File: config.mk
export PLATFORM = sky130hd
export DESIGN_NAME = zloop_ctrl
export DESIGN_NICKNAME = d
export VERILOG_FILES = /design/src/rtl/zloop_pkg.sv /design/src/rtl/zloop_state.sv /design/src/rtl/zloop_match.sv /design/src/rtl/zloop_ctrl.sv
export SDC_FILE = /design/constraint.sdc
export NUM_CORES = 1
export LEC_CHECK = 0
export BUFFER_PORTS_ARGS = -buffer_cell sky130_fd_sc_hd__buf_2
export CAP_MARGIN = 5
export CORE_MARGIN = 2
export CORE_UTILIZATION = 32
export CTS_CLUSTER_DIAMETER = 120
export DETAILED_ROUTE_END_ITERATION = 12
export PLACE_DENSITY = 0.58
export SLEW_MARGIN = 30
export SYNTH_ARGS = -nofsm -noshare
export SYNTH_HDL_FRONTEND = slang
export SYNTH_HIERARCHICAL = 1
export SYNTH_SLANG_ARGS = --single-unit
File: constraint.sdc
create_clock -name clk -period 5 [get_ports clk]
set_clock_uncertainty 0.05 [all_clocks]
set_input_delay 0.5 -clock clk [delete_from_list [all_inputs] [get_ports clk]]
set_output_delay 0.5 -clock clk [all_outputs]
set_load 0.02 [all_outputs]
File: src/rtl/zloop_pkg.sv
package zloop_pkg;

    typedef enum logic [1:0] {
        ZS_IDLE = 2'd0,
        ZS_RUN  = 2'd1,
        ZS_SKIP = 2'd2
    } zl_state_e;

    typedef enum logic [1:0] {
        ZA_SEQ  = 2'd0,
        ZA_BACK = 2'd1,
        ZA_EXIT = 2'd2,
        ZA_SKIP = 2'd3
    } zl_action_e;

    function automatic logic action_overrides(input zl_action_e a);
        return (a == ZA_BACK) || (a == ZA_SKIP);
    endfunction

    function automatic logic action_finishes(input zl_action_e a);
        return (a == ZA_EXIT) || (a == ZA_SKIP);
    endfunction

endpackage

File: src/rtl/zloop_state.sv
module zloop_state
    import zloop_pkg::*;
#(
    parameter int ADDR_W = 16,
    parameter int CNT_W  = 16
) (
    input  logic              clk,
    input  logic              rst,
    input  logic              setup_valid,
    input  logic [ADDR_W-1:0] setup_start,
    input  logic [ADDR_W-1:0] setup_end,
    input  logic [CNT_W-1:0]  setup_count,
    input  zl_action_e        action,
    output zl_state_e         state_q,
    output logic [ADDR_W-1:0] start_q,
    output logic [ADDR_W-1:0] end_q,
    output logic [CNT_W-1:0]  rem_q,
    output logic              setup_err
);

    localparam logic [CNT_W-1:0] CNT_ONE  = CNT_W'(1);
    localparam logic [CNT_W-1:0] CNT_ZERO = '0;

    logic accept;

    assign accept    = setup_valid && (state_q == ZS_IDLE);
    assign setup_err = setup_valid && (state_q != ZS_IDLE);

    always_ff @(posedge clk) begin
        if (rst) begin
            state_q <= ZS_IDLE;
            start_q <= '0;
            end_q   <= '0;
            rem_q   <= '0;
        end else begin
            unique case (state_q)
                ZS_IDLE: begin
                    if (accept) begin
                        start_q <= setup_start;
                        end_q   <= setup_end;
                        rem_q   <= setup_count;
                        state_q <= (setup_count == CNT_ZERO) ? ZS_SKIP : ZS_RUN;
                    end
                end
                ZS_RUN: begin
                    if (action == ZA_BACK) begin
                        rem_q <= rem_q - CNT_ONE;
                    end else if (action == ZA_EXIT) begin
                        rem_q   <= CNT_ZERO;
                        state_q <= ZS_IDLE;
                    end
                end
                ZS_SKIP: state_q <= ZS_IDLE;
                default: state_q <= ZS_IDLE;
            endcase
        end
    end

    AST_ACCEPT_RUNS: assert property (@(posedge clk) disable iff (rst)
        (accept && setup_count != CNT_ZERO) |=> (state_q == ZS_RUN));

    AST_PASS_STEP: assert property (@(posedge clk) disable iff (rst)
        (state_q == ZS_RUN && action == ZA_BACK) |=> (rem_q == $past(rem_q) - CNT_ONE));

    AST_BUSY_HOLD: assert property (@(posedge clk) disable iff (rst)
        (setup_err && state_q == ZS_RUN && action == ZA_SEQ)
            |=> ($stable(start_q) && $stable(end_q) && $stable(rem_q)));

    AST_SKIP_ONCE: assert property (@(posedge clk) disable iff (rst)
        (state_q == ZS_SKIP) |=> (state_q == ZS_IDLE));

endmodule

File: src/rtl/zloop_match.sv
module zloop_match
    import zloop_pkg::*;
#(
    parameter int ADDR_W = 16,
    parameter int CNT_W  = 16
) (
    input  zl_state_e         state_q,
    input  logic [ADDR_W-1:0] pc,
    input  logic [ADDR_W-1:0] end_q,
    input  logic [CNT_W-1:0]  rem_q,
    output zl_action_e        action
);

    localparam logic [CNT_W-1:0] CNT_ONE = CNT_W'(1);

    logic at_end;
    assign at_end = (pc == end_q);

    always_comb begin
        action = ZA_SEQ;
        unique case (state_q)
            ZS_RUN: begin
                if (at_end) begin
                    action = (rem_q > CNT_ONE) ? ZA_BACK : ZA_EXIT;
                end
            end
            ZS_SKIP: action = ZA_SKIP;
            default: action = ZA_SEQ;
        endcase
    end

endmodule

File: src/rtl/zloop_ctrl.sv
module zloop_ctrl
    import zloop_pkg::*;
#(
    parameter int ADDR_W = 16,
    parameter int CNT_W  = 16
) (
    input  logic              clk,
    input  logic              rst,
    input  logic              setup_valid,
    input  logic [ADDR_W-1:0] setup_start,
    input  logic [ADDR_W-1:0] setup_end,
    input  logic [CNT_W-1:0]  setup_count,
    input  logic [ADDR_W-1:0] pc,
    output logic [ADDR_W-1:0] next_pc,
    output logic              redirect,
    output logic              loop_active,
    output logic              loop_done,
    output logic              setup_err
);

    localparam logic [ADDR_W-1:0] ADDR_ONE = ADDR_W'(1);

    zl_state_e         state_q;
    zl_action_e        action;
    logic [ADDR_W-1:0] start_q;
    logic [ADDR_W-1:0] end_q;
    logic [CNT_W-1:0]  rem_q;

    zloop_state #(.ADDR_W(ADDR_W), .CNT_W(CNT_W)) u_state (
        .clk         (clk),
        .rst         (rst),
        .setup_valid (setup_valid),
        .setup_start (setup_start),
        .setup_end   (setup_end),
        .setup_count (setup_count),
        .action      (action),
        .state_q     (state_q),
        .start_q     (start_q),
        .end_q       (end_q),
        .rem_q       (rem_q),
        .setup_err   (setup_err)
    );

    zloop_match #(.ADDR_W(ADDR_W), .CNT_W(CNT_W)) u_match (
        .state_q (state_q),
        .pc      (pc),
        .end_q   (end_q),
        .rem_q   (rem_q),
        .action  (action)
    );

    always_comb begin
        unique case (action)
            ZA_BACK: next_pc = start_q;
            ZA_SKIP: next_pc = end_q + ADDR_ONE;
            default: next_pc = pc + ADDR_ONE;
        endcase
    end

    assign redirect    = action_overrides(action);
    assign loop_done   = action_finishes(action);
    assign loop_active = (state_q == ZS_RUN);

    AST_EXIT_RELEASE: assert property (@(posedge clk) disable iff (rst)
        (loop_done && loop_active) |=> !loop_active);

    AST_DONE_PULSE: assert property (@(posedge clk) disable iff (rst)
        loop_done |=> !loop_done);

    AST_SINGLE_HOLD: assert property (@(posedge clk) disable iff (rst)
        (loop_active && start_q == end_q && pc == end_q && !loop_done)
            |-> (next_pc == pc));

    AST_IDLE_QUIET: assert property (@(posedge clk) disable iff (rst)
        (!loop_active && !$past(setup_valid)) |-> (!redirect && !loop_done));

endmodule

==> impl_results.md, run 1 <==
- Status: completed
- Worst slew pin tran: 0.803 ns
- Worst hold path depth: 3
- Avg Inst Size Synth: 7.37 um^2
- Leak: 1.77 nW
- Final min period: 4.60 ns
- Vias in the first global route: 3576
- R2R setup slack: 1.36 ns
- Pins Over Slew Limit: 0
- Met1 Resource Use GR: 25.5%
- Layout cell share with drive strength beyond 1: 22.7%
- Final Cycle Share: 92.0%
- Worst hold path class: input port to flip-flop
- Clock tree root buffer cell: clkbuf_8
- Syn-to-layout area delta: 16.8%
- RSZ-0062 raised after global routing: no
- Largest delay share family, worst path: simple AND/OR/NAND/NOR gates
- DR iter-0 viols: 266
- Final setup viols: 0
- HPWL after detailed placement: 8720 um
- Fmax: 0.217 GHz
- Met2 Use GR: 31.9%
- Synth cell types: 72
- Worst skew pair latency: 0.30 ns
- Number of antenna violations at the first check in global routing: 0
- Post-Syn Area: 0.00359 mm^2
- First-pass GRT wire length: 18100 um
- Most area-consuming cells after synthesis: dfxtp_1, nand2_1, a21oi_1, xor2_1, nor4_1
- FF-to-FF path depth: 10
- Die height: 110 um
- Power per cell area: 220 mW/mm^2
- # IOs: 87
- GR Util met3: 3.08%
- Global routing's busiest layer: met2
- Max-cap violations: 0
- Pin count of the biggest net entering global routing: 57
- CP peak stage delay: 0.55 ns
- Routed vias: 3896
- Fill count: 1170
- Levels on crit path: 15
- Synth Warn #: 6
- Drc violations: 0
- Routed WL: 11500 um
- Number of diodes: 0
- Vias per inst: 5.61
- CP Capture Type: primary output
- Routability cong.: 0.924
- Clk slew on worst S/H paths: 0.09 ns
- Layout Nets: 628
- Cell Rows: 38
- CTS tree: yes
- Wirelength per Cell: 16.5 um
- Worst IR Drop VDD: 0.0000991 V
- CTS sink cnt: 50
- Post-synth ARST share: 0%
- Inserted Clock Buffers: 5
- Post-synth EDFFs: 0
- 1st-pass router iterations: 5
- Crit start category: flip-flop
- Post-CTS Setup Bufs: 0
- Remaining antenna violation count: 0
- Total core area: 0.0109 mm^2
- GR Overflow Total: 0
- Final setup TNS: 0 ns
- CP max stage cell: dfxtp_1
- Top FF cell, synth: dfxtp_1
- Number of synthesized register bits: 50
- Share of the synthesized area in the top cell type: 27.9%
- H-tree depth: 2
- CP Max Fanout: 14
- Worst Path Required: 4.45 ns
- PortBufs: 86
- Post-synthesis sequential area ratio: 27.9%
- WP buf/inv: 2
- Kind of critical path: flip-flop to primary output
- Bufs on Longest Clock Path: 2
- Cell breakdown of the critical path: ha_1 -> nor3b_1 -> nand3_1 -> o21ai_1 -> buf_4 -> and2_4 -> nand2_1 -> nand2_1 -> ha_1 -> and4_4 -> a31o_4 -> nand4_2 -> or3_1 -> a211oi_1 -> buf_2
- Fin. Hold Viols: 0
- Die X: 110 um
- Initial Utilization: 32.9%
- Syn_nets: 560
- Slew margin rel.: 46.5%
- Min Hold Slack: 0.380 ns
- Die area: 0.0121 mm^2
- Tot Pwr: 922 uW
- Data arrival, critical path: 4.05 ns
- Top cell type by total area after synthesis: dfxtp_1
- Finished Core Util: 38.5%
- Total track usage: 19.3%
- Post-Syn Instances: 487
-- worst paths after layout --
| path | start | endpoint |
|---|---|---|
| worst max register to register | u_state/state_q[1] | u_state/rem_q[5] |
| worst max-delay path | u_state/state_q[1] | next_pc[14] |
| worst min register to register | u_state/start_q[6] | u_state/start_q[6] |
| worst min-delay path | setup_end[6] | u_state/end_q[6] |
-- cells in the final DEF, fill, tap and decap left out, drive strengths merged, types with 12 or more instances in the layout --
cell,synthesis,layout
dfxtp,50,50
nor2,20,20
nand4,12,12
nor4,22,22
nand2,106,106
xor2,17,17
buf,8,93
o21ai,19,19
nand3,13,13
a21oi,52,52
-- report_power, final --
| part | switching, mW | internal, mW | total, mW |
|---|---|---|---|
| Clock | 0.134 | 0.0944 | 0.229 |
| Combinational | 0.144 | 0.0980 | 0.242 |
| Sequential | 0.0291 | 0.423 | 0.452 |
| Total | 0.307 | 0.615 | 0.922 |
-- worst reg2reg max path, delay by kind of cell, from the launching register on --
kind | cells | cell delay, ns
adder cells (fa/ha/maj) | 2 | 0.75
buffers and inverters | 1 | 0.09
AND/OR/NAND/NOR | 3 | 0.59
flip-flops | 1 | 0.55
AO/OA/AOI/OAI | 4 | 1.52
-- cell families (layout without fill, tap and decap cells) --
family / Yosys count / after routing / share of synthesized area (%)
multiplexers: 14 / 14 / 4.15
adder cells (fa/ha/maj): 6 / 6 / 2.09
XOR/XNOR: 23 / 23 / 5.62
AO/OA/AOI/OAI: 121 / 121 / 22.3
AND/OR/NAND/NOR: 231 / 231 / 32.7
buffers and inverters: 42 / 110 / 5.30
flip-flops: 50 / 50 / 27.9
-- synth_stat cells (4+ instances only) --
cell / instances
a31oi_1: 6
dfxtp_1: 50
nand4_1: 11
a21oi_1: 52
nor3b_1: 5
mux2i_1: 10
nor2_1: 20
clkbuf_1: 23
nand2_1: 105
or3_1: 4
inv_1: 10
buf_2: 4
nor4_1: 22
nand2b_1: 7
nor4b_1: 6
o21ai_0: 14
o31ai_1: 4
xor2_1: 17
ha_1: 6
a211o_1: 4
nor3_1: 10
a211oi_1: 4
nor2b_1: 5
nand3_1: 13
xnor2_1: 6
-- sequential cells by signal, summed over array words and instances, names as in the netlist --
name / count
u_state/rem_q: 16
u_state/start_q: 16
u_state/state_q: 2
u_state/end_q: 16
-- timing repair --
| item | in CTS | in global routing |
|---|---|---|
| hold buffers | 0 | 0 |
| endpoints found under the setup margin | 0 | 1 |
| gates resized for setup | 0 | 1 |
-- metrics by stage --
stage,area (um^2),worst slack [ns],cells
after floorplan,3590,0.592,487
after CTS,4180,0.389,695
after detailed placement,4100,0.598,688
after global routing,4190,0.00787,695
after global placement,4100,0.712,688
final,4190,0.399,695
-- final cells by class --
cell class	count	area (um^2)	share of cell area, %
multi-input cells	395	2410	57.6
flip-flops and latches	50	1000	23.9
repair buffers	93	485	11.6
well taps	140	175	4.18
clock buffers	5	68.8	1.64
inverters	10	37.5	0.896
clock inverters	2	10.0	0.239
-- routing by layer --
layer / vias to the layer above / part of all wire (%)
met2: 167 / 48
li1: 1897 / -
met5: - / 0
met4: 0 / 2.3
met3: 22 / 6.5
met1: 1810 / 43
Note: power is estimated with default switching activity, not from simulation.
==> run 2: changes to the inputs <==
Settings changed: CORE_UTILIZATION 32 to 54, PLACE_DENSITY 0.58 to 0.86.
==> impl_results.md, run 2 (synthesis results as in run 1) <==
- Die height: 85.5 um (-22%)
- Vias in the first global route: 3639 (+1.8%)
- Pin count of the biggest net entering global routing: 57 (unchanged)
- Kind of critical path: flip-flop to primary output
- Fmax: 0.215 GHz (-0.87%)
- Post-CTS Setup Bufs: 0 (unchanged)
- Pins Over Slew Limit: 0 (unchanged)
- Layout cell share with drive strength beyond 1: 22.9% (+0.18 points)
- Slew margin rel.: 44.7% (-1.7 points)
- Total core area: 0.00639 mm^2 (-41%)
- Tot Pwr: 939 uW (+1.8%)
- # hold bufs at CTS: 0 (unchanged)
- RSZ-0062 raised after global routing: no
- Status: completed
- Switching Fraction: 33.9% (+0.60 points)
- Final Cycle Share: 92.8% (+0.81 points)
- Syn-to-layout area delta: 14.6%
- 1st-pass router iterations: 5 (unchanged)
- Design Area, Final: 0.00411 mm^2 (-1.9%)
- Crit start category: flip-flop
- Most frequent cells in the layout: nand2_1, buf_2, a21oi_1
- Worst hold path class: input port to flip-flop
- # IOs: 87 (unchanged)
- Final setup viols: 0 (unchanged)
- Data arrival, critical path: 4.09 ns (+0.04 ns)
- Routed WL: 10400 um (-9.3%)
- Net load switching power: 318 uW (+3.6%)
- Global routing's busiest layer: met2
- Worst Path Required: 4.45 ns (about the same)
- Routed vias: 4003 (+2.7%)
- Worst skew pair latency: 0.31 ns (about the same)
- Initial Utilization: 56.2% (+23 points)
- Cell Rows: 29 (-24%)
- Cell breakdown of the critical path: inv_1 -> ha_1 -> nor3b_1 -> nand3_1 -> o31ai_2 -> buf_4 -> and2_4 -> nand2_1 -> nand2_1 -> ha_1 -> and4_4 -> a31o_4 -> nand4_1 -> or3_1 -> a31o_1 -> buf_2
- Leak: 1.76 nW (-0.46%)
- Met1 Resource Use GR: 36.1% (+11 points)
- CTS sink cnt: 50 (unchanged)
- Share of total power in the clock network: 26.5% (+1.7 points)
- Max-cap violations: 0 (unchanged)
- CTS tree: yes
- Wirelength per Cell: 16.5 um (-0.25%)
- HPWL after detailed placement: 7590 um (-13%)
- Clock tree root buffer cell: clkbuf_8
- Met2 Use GR: 49.1% (+17 points)
- Final min period: 4.64 ns (+0.0405 ns)
- Finished Core Util: 64.4% (+26 points)
- Drc violations: 0 (unchanged)
- Worst IR Drop VDD: 0.000141 V (+42%)
- CP Capture Type: primary output
- GR Util met3: 4.72% (+1.6 points)
- Fin. Hold Viols: 0 (unchanged)
- Number of diodes: 0 (unchanged)
- Placed Area: 0.00401 mm^2 (-2.1%)
- PortBufs: 86 (unchanged)
- Final setup TNS: 0 ns (unchanged)
- H-tree depth: 2 (unchanged)
- Layout Nets: 627 (-0.16%)
- Routability cong.: 0.937 (+1.4%)
- Worst Slack Setup Final: 0.358 ns (-0.0405 ns)
- First-pass GRT wire length: 17200 um (-4.8%)
- CP Max Fanout: 19 (+5)
- GR Overflow Total: 0 (unchanged)
- Internal power: 621 uW (+0.87%)
- Total track usage: 28.7% (+9.4 points)
- Number of antenna violations at the first check in global routing: 0 (unchanged)
- DR iter-0 viols: 355 (+33%)
- Die area: 0.00731 mm^2 (-39%)
- Biggest regs: u_state/end_q (16), u_state/rem_q (16), u_state/start_q (16)
- Worst slew pin tran: 0.818 ns (+0.0145 ns)
- Bufs on Longest Clock Path: 2 (unchanged)
- Inserted Clock Buffers: 5 (unchanged)
- CP peak stage delay: 0.47 ns (-0.08 ns)
- Remaining antenna violation count: 0 (unchanged)
- Die X: 85.5 um (-22%)
- Commonest non-fill, non-tap cell in the layout: nand2_1
- Clk slew on worst S/H paths: 0.10 ns (about the same)
- Post-CTS resize count: 0 (unchanged)
- Pre-CTS setup slack: 0.522 ns (-0.0764 ns)
- CP max stage cell: dfxtp_4
- Gate power share: 25.1% (-1.1 points)
- Power per cell area: 228 mW/mm^2 (+3.7%)
- Seq pwr share: 48.4% (-0.6 points)
- Vias per inst: 6.33 (+13%)
[run 2: cell count changes in the layout (fill, tap and decap cells not counted), sizes merged]
| cell | change |
|---|---|
| clkinvlp | +2 |
| inv | +1 |
| clkinv | -2 |
| buf | -1 |
[run 2: final timing paths]
path	startpoint	end	slack [ns]	depth (start not counted)
worst max-delay path	u_state/state_q[0]	next_pc[12]	0.36	16
worst min-delay path	setup_end[0]	u_state/end_q[0]	0.37	3
worst max register to register	u_state/state_q[0]	u_state/rem_q[5]	1.37	12
worst min register to register	u_state/start_q[10]	u_state/start_q[10]	0.41	2
[run 2: final cells by class]
type | count | area [um^2]
Clock buffer | 5 | 68.8
Clock inverter | 3 | 23.8
Fill cell | 590 | 2270
Inverter | 10 | 37.5
Multi-Input combinational cell | 395 | 2400
Sequential cell | 50 | 1000
Tap cell | 77 | 96.3
Timing Repair Buffer | 92 | 478
[run 2: critical path: cells and delay by family, from the launching register on]
kind | cells | cell delay (ns)
buffers and inverters | 3 | 0.46
adders and majority gates | 2 | 0.59
AOI/OAI and AO/OA | 3 | 0.68
DFF | 1 | 0.47
and+or+nand+nor | 8 | 1.58
[run 2: through the flow]
| step | hold slack, ns | std cells |
|---|---|---|
| 5_1_grt | 0.354 | 632 |
| 6_report | 0.366 | 632 |
| 2_1_floorplan | 0.382 | 487 |
| 3_3_place_gp | 0.389 | 624 |
| 3_5_place_dp | 0.396 | 624 |
| 4_1_cts | 0.356 | 632 |
[run 2: power by group through the flow]
stage          clock network (mW)  logic (mW)  registers [mW]
6_report                    0.249       0.235           0.455
3_5_place_dp                    0       0.230           0.463
2_1_floorplan                   0       0.159           0.451
4_1_cts                     0.257       0.232           0.454
3_3_place_gp                    0       0.225           0.462
5_1_grt                     0.271       0.257           0.459
[run 2: per-layer routing]
metal	vias up	routed length [um]
li1	1888	-
met1	1861	4180
met2	223	5160
met3	31	863
met4	0	215
met5	-	0
==> run 3: changes to the inputs <==
Settings changed: BUFFER_PORTS_ARGS -buffer_cell sky130_fd_sc_hd__buf_2 to -buffer_cell sky130_fd_sc_hd__buf_4.
==> impl_results.md, run 3 (synthesis results as in run 1) <==
- # IOs: 87 (unchanged)
- H-tree depth: 2 (unchanged)
- CTS sink cnt: 50 (unchanged)
- CTS tree: yes
- Leak: 1.83 nW (+4.0%)
- Worst skew pair latency: 0.31 ns (about the same)
- Die height: 85.5 um (unchanged)
- Inserted Clock Buffers: 5 (unchanged)
- Clock tree root buffer cell: clkbuf_8
- Layout Nets: 625 (-0.32%)
- Routed vias: 3978 (-0.62%)
- Final setup viols: 0 (unchanged)
- Seq pwr share: 45.4% (-3.0 points)
- Vias per inst: 6.31 (-0.31%)
- Bufs on Longest Clock Path: 2 (unchanged)
- HP Start: setup_start[1]
- Worst Slack Setup Final: 0.393 ns (+0.0344 ns)
- CP peak stage delay: 0.53 ns (+0.06 ns)
- Routability cong.: 0.940 (+0.38%)
- Number of diodes: 0 (unchanged)
- Crit start category: flip-flop
- Net load switching power: 314 uW (-1.2%)
- Worst IR Drop VDD: 0.000163 V (+16%)
- Data arrival, critical path: 4.06 ns (-0.03 ns)
- Share of total power in the clock network: 29.1% (+2.6 points)
- Cell Rows: 29 (unchanged)
- Final min period: 4.61 ns (-0.0344 ns)
- Routed WL: 10900 um (+5.0%)
- Final setup TNS: 0 ns (unchanged)
- Vias in the first global route: 3740 (+2.8%)
- Initial Utilization: 56.2% (unchanged)
- Kind of critical path: flip-flop to primary output
- Pins Over Slew Limit: 0 (unchanged)
- Final Cycle Share: 92.1% (-0.69 points)
- CP Capture Type: primary output
- Total track usage: 29.5% (+0.85 points)
- Gate power share: 25.5% (+0.4 points)
- Fin. Hold Viols: 0 (unchanged)
- Worst Path Required: 4.45 ns (about the same)
- Switching Fraction: 31.3% (-2.6 points)
- HPWL after detailed placement: 8180 um (+7.7%)
- Slew margin rel.: 48.5% (+3.8 points)
- # hold bufs at CTS: 0 (unchanged)
- Wirelength per Cell: 17.4 um (+5.4%)
- Remaining antenna violation count: 0 (unchanged)
- RSZ-0062 raised after global routing: no
- 1st-pass router iterations: 5 (unchanged)
- Worst reg2reg path startpoint: u_state/state_q[0]
- PortBufs: 86 (unchanged)
- Status: completed
- DR iter-0 viols: 336 (-5.4%)
- Min Hold Slack: 0.381 ns (+0.0154 ns)
- Fmax: 0.217 GHz (+0.75%)
- Drc violations: 0 (unchanged)
- Worst hold path class: input port to flip-flop
- CP max stage cell: dfxtp_2
- Layout cell share with drive strength beyond 1: 22.6% (-0.28 points)
- Die X: 85.5 um (unchanged)
- Most frequent cells in the layout: nand2_1, buf_4, a21oi_1
- Cell breakdown of the critical path: inv_1 -> ha_1 -> nor3b_1 -> nand3_1 -> o31ai_2 -> and2_4 -> nand2_1 -> nand2_1 -> ha_1 -> and4_4 -> a31o_4 -> nand4_2 -> or3_1 -> a211oi_1 -> buf_4
- Number of antenna violations at the first check in global routing: 0 (unchanged)
- Pin count of the biggest net entering global routing: 57 (unchanged)
- Pre-CTS setup slack: 0.593 ns (+0.0705 ns)
- GR Overflow Total: 0 (unchanged)
- Critical path origin: u_state/state_q[0]
- Power per cell area: 232 mW/mm^2 (+1.5%)
- Post-CTS Setup Bufs: 0 (unchanged)
- Commonest non-fill, non-tap cell in the layout: nand2_1
- Max-cap violations: 0 (unchanged)
- Biggest regs: u_state/end_q (16), u_state/rem_q (16), u_state/start_q (16)
- Post-CTS resize count: 0 (unchanged)
- CP Max Fanout: 19 (unchanged)
- Internal power: 689 uW (+11%)
- Worst slew pin tran: 0.772 ns (-0.0456 ns)
- Total core area: 0.00639 mm^2 (unchanged)
- Clk slew on worst S/H paths: 0.10 ns (about the same)
- First-pass GRT wire length: 17600 um (+2.2%)
- Die area: 0.00731 mm^2 (unchanged)
- Syn-to-layout area delta: 20.6%
run 3: changes by cell type in the layout (fill, tap and decap cells not counted), sizes merged:
cell	change
clkbuf	+1
inv	-1
buf	-2
clkinvlp	-1
bufinv	+1
run 3: worst paths after layout:
check,endpoint,slack [ns],cells past startpoint
max,next_pc[14],0.39,15
min reg2reg,u_state/start_q[10],0.41,2
max reg2reg,u_state/rem_q[5],1.19,11
min,u_state/start_q[1],0.38,3
run 3: critical path, delay by kind of cell, from the launching register on:
family	cells	cell delay, ns
AO/OA/AOI/OAI	3	0.79
AND/OR/NAND/NOR	8	1.55
buffers and inverters	2	0.27
adder cells (fa/ha/maj)	2	0.60
flip-flops	1	0.53
run 3: metrics by stage:
stage               area (um^2)  cells  power (mW)  util, %
CTS                        4330    630        1.00     67.8
floorplan                  3590    487       0.610        -
detailed placement         4220    622       0.714     66.0
global placement           4210    622       0.707     66.0
finish                     4330    630        1.00     67.8
global route               4330    630        1.05     67.8
run 3: final cells by class:
type	instances	area, um^2
timing repair buffer	90	676
tap	77	96.3
clock buffer	6	72.6
fill	586	2060
multi-input combinational	395	2410
inverter	10	37.5
clock inverter	2	37.5
sequential	50	1000
run 3: power by group through the flow:
stage / registers, mW / logic, mW / clock network [mW]
detailed placement: 0.464 / 0.250 / 0
finish: 0.456 / 0.255 / 0.292
global placement: 0.462 / 0.245 / 0
floorplan: 0.451 / 0.159 / 0
CTS: 0.455 / 0.252 / 0.297
global route: 0.460 / 0.275 / 0.312
run 3: layer usage:
metal / up-vias / GRT usage, % / share of wire, %
met2: 208 / 52.4 / 51
li1: 1893 / - / -
met4: 0 / 8.23 / 1.9
met5: - / 0 / 0
met3: 30 / 4.14 / 7.3
met1: 1847 / 37.4 / 40
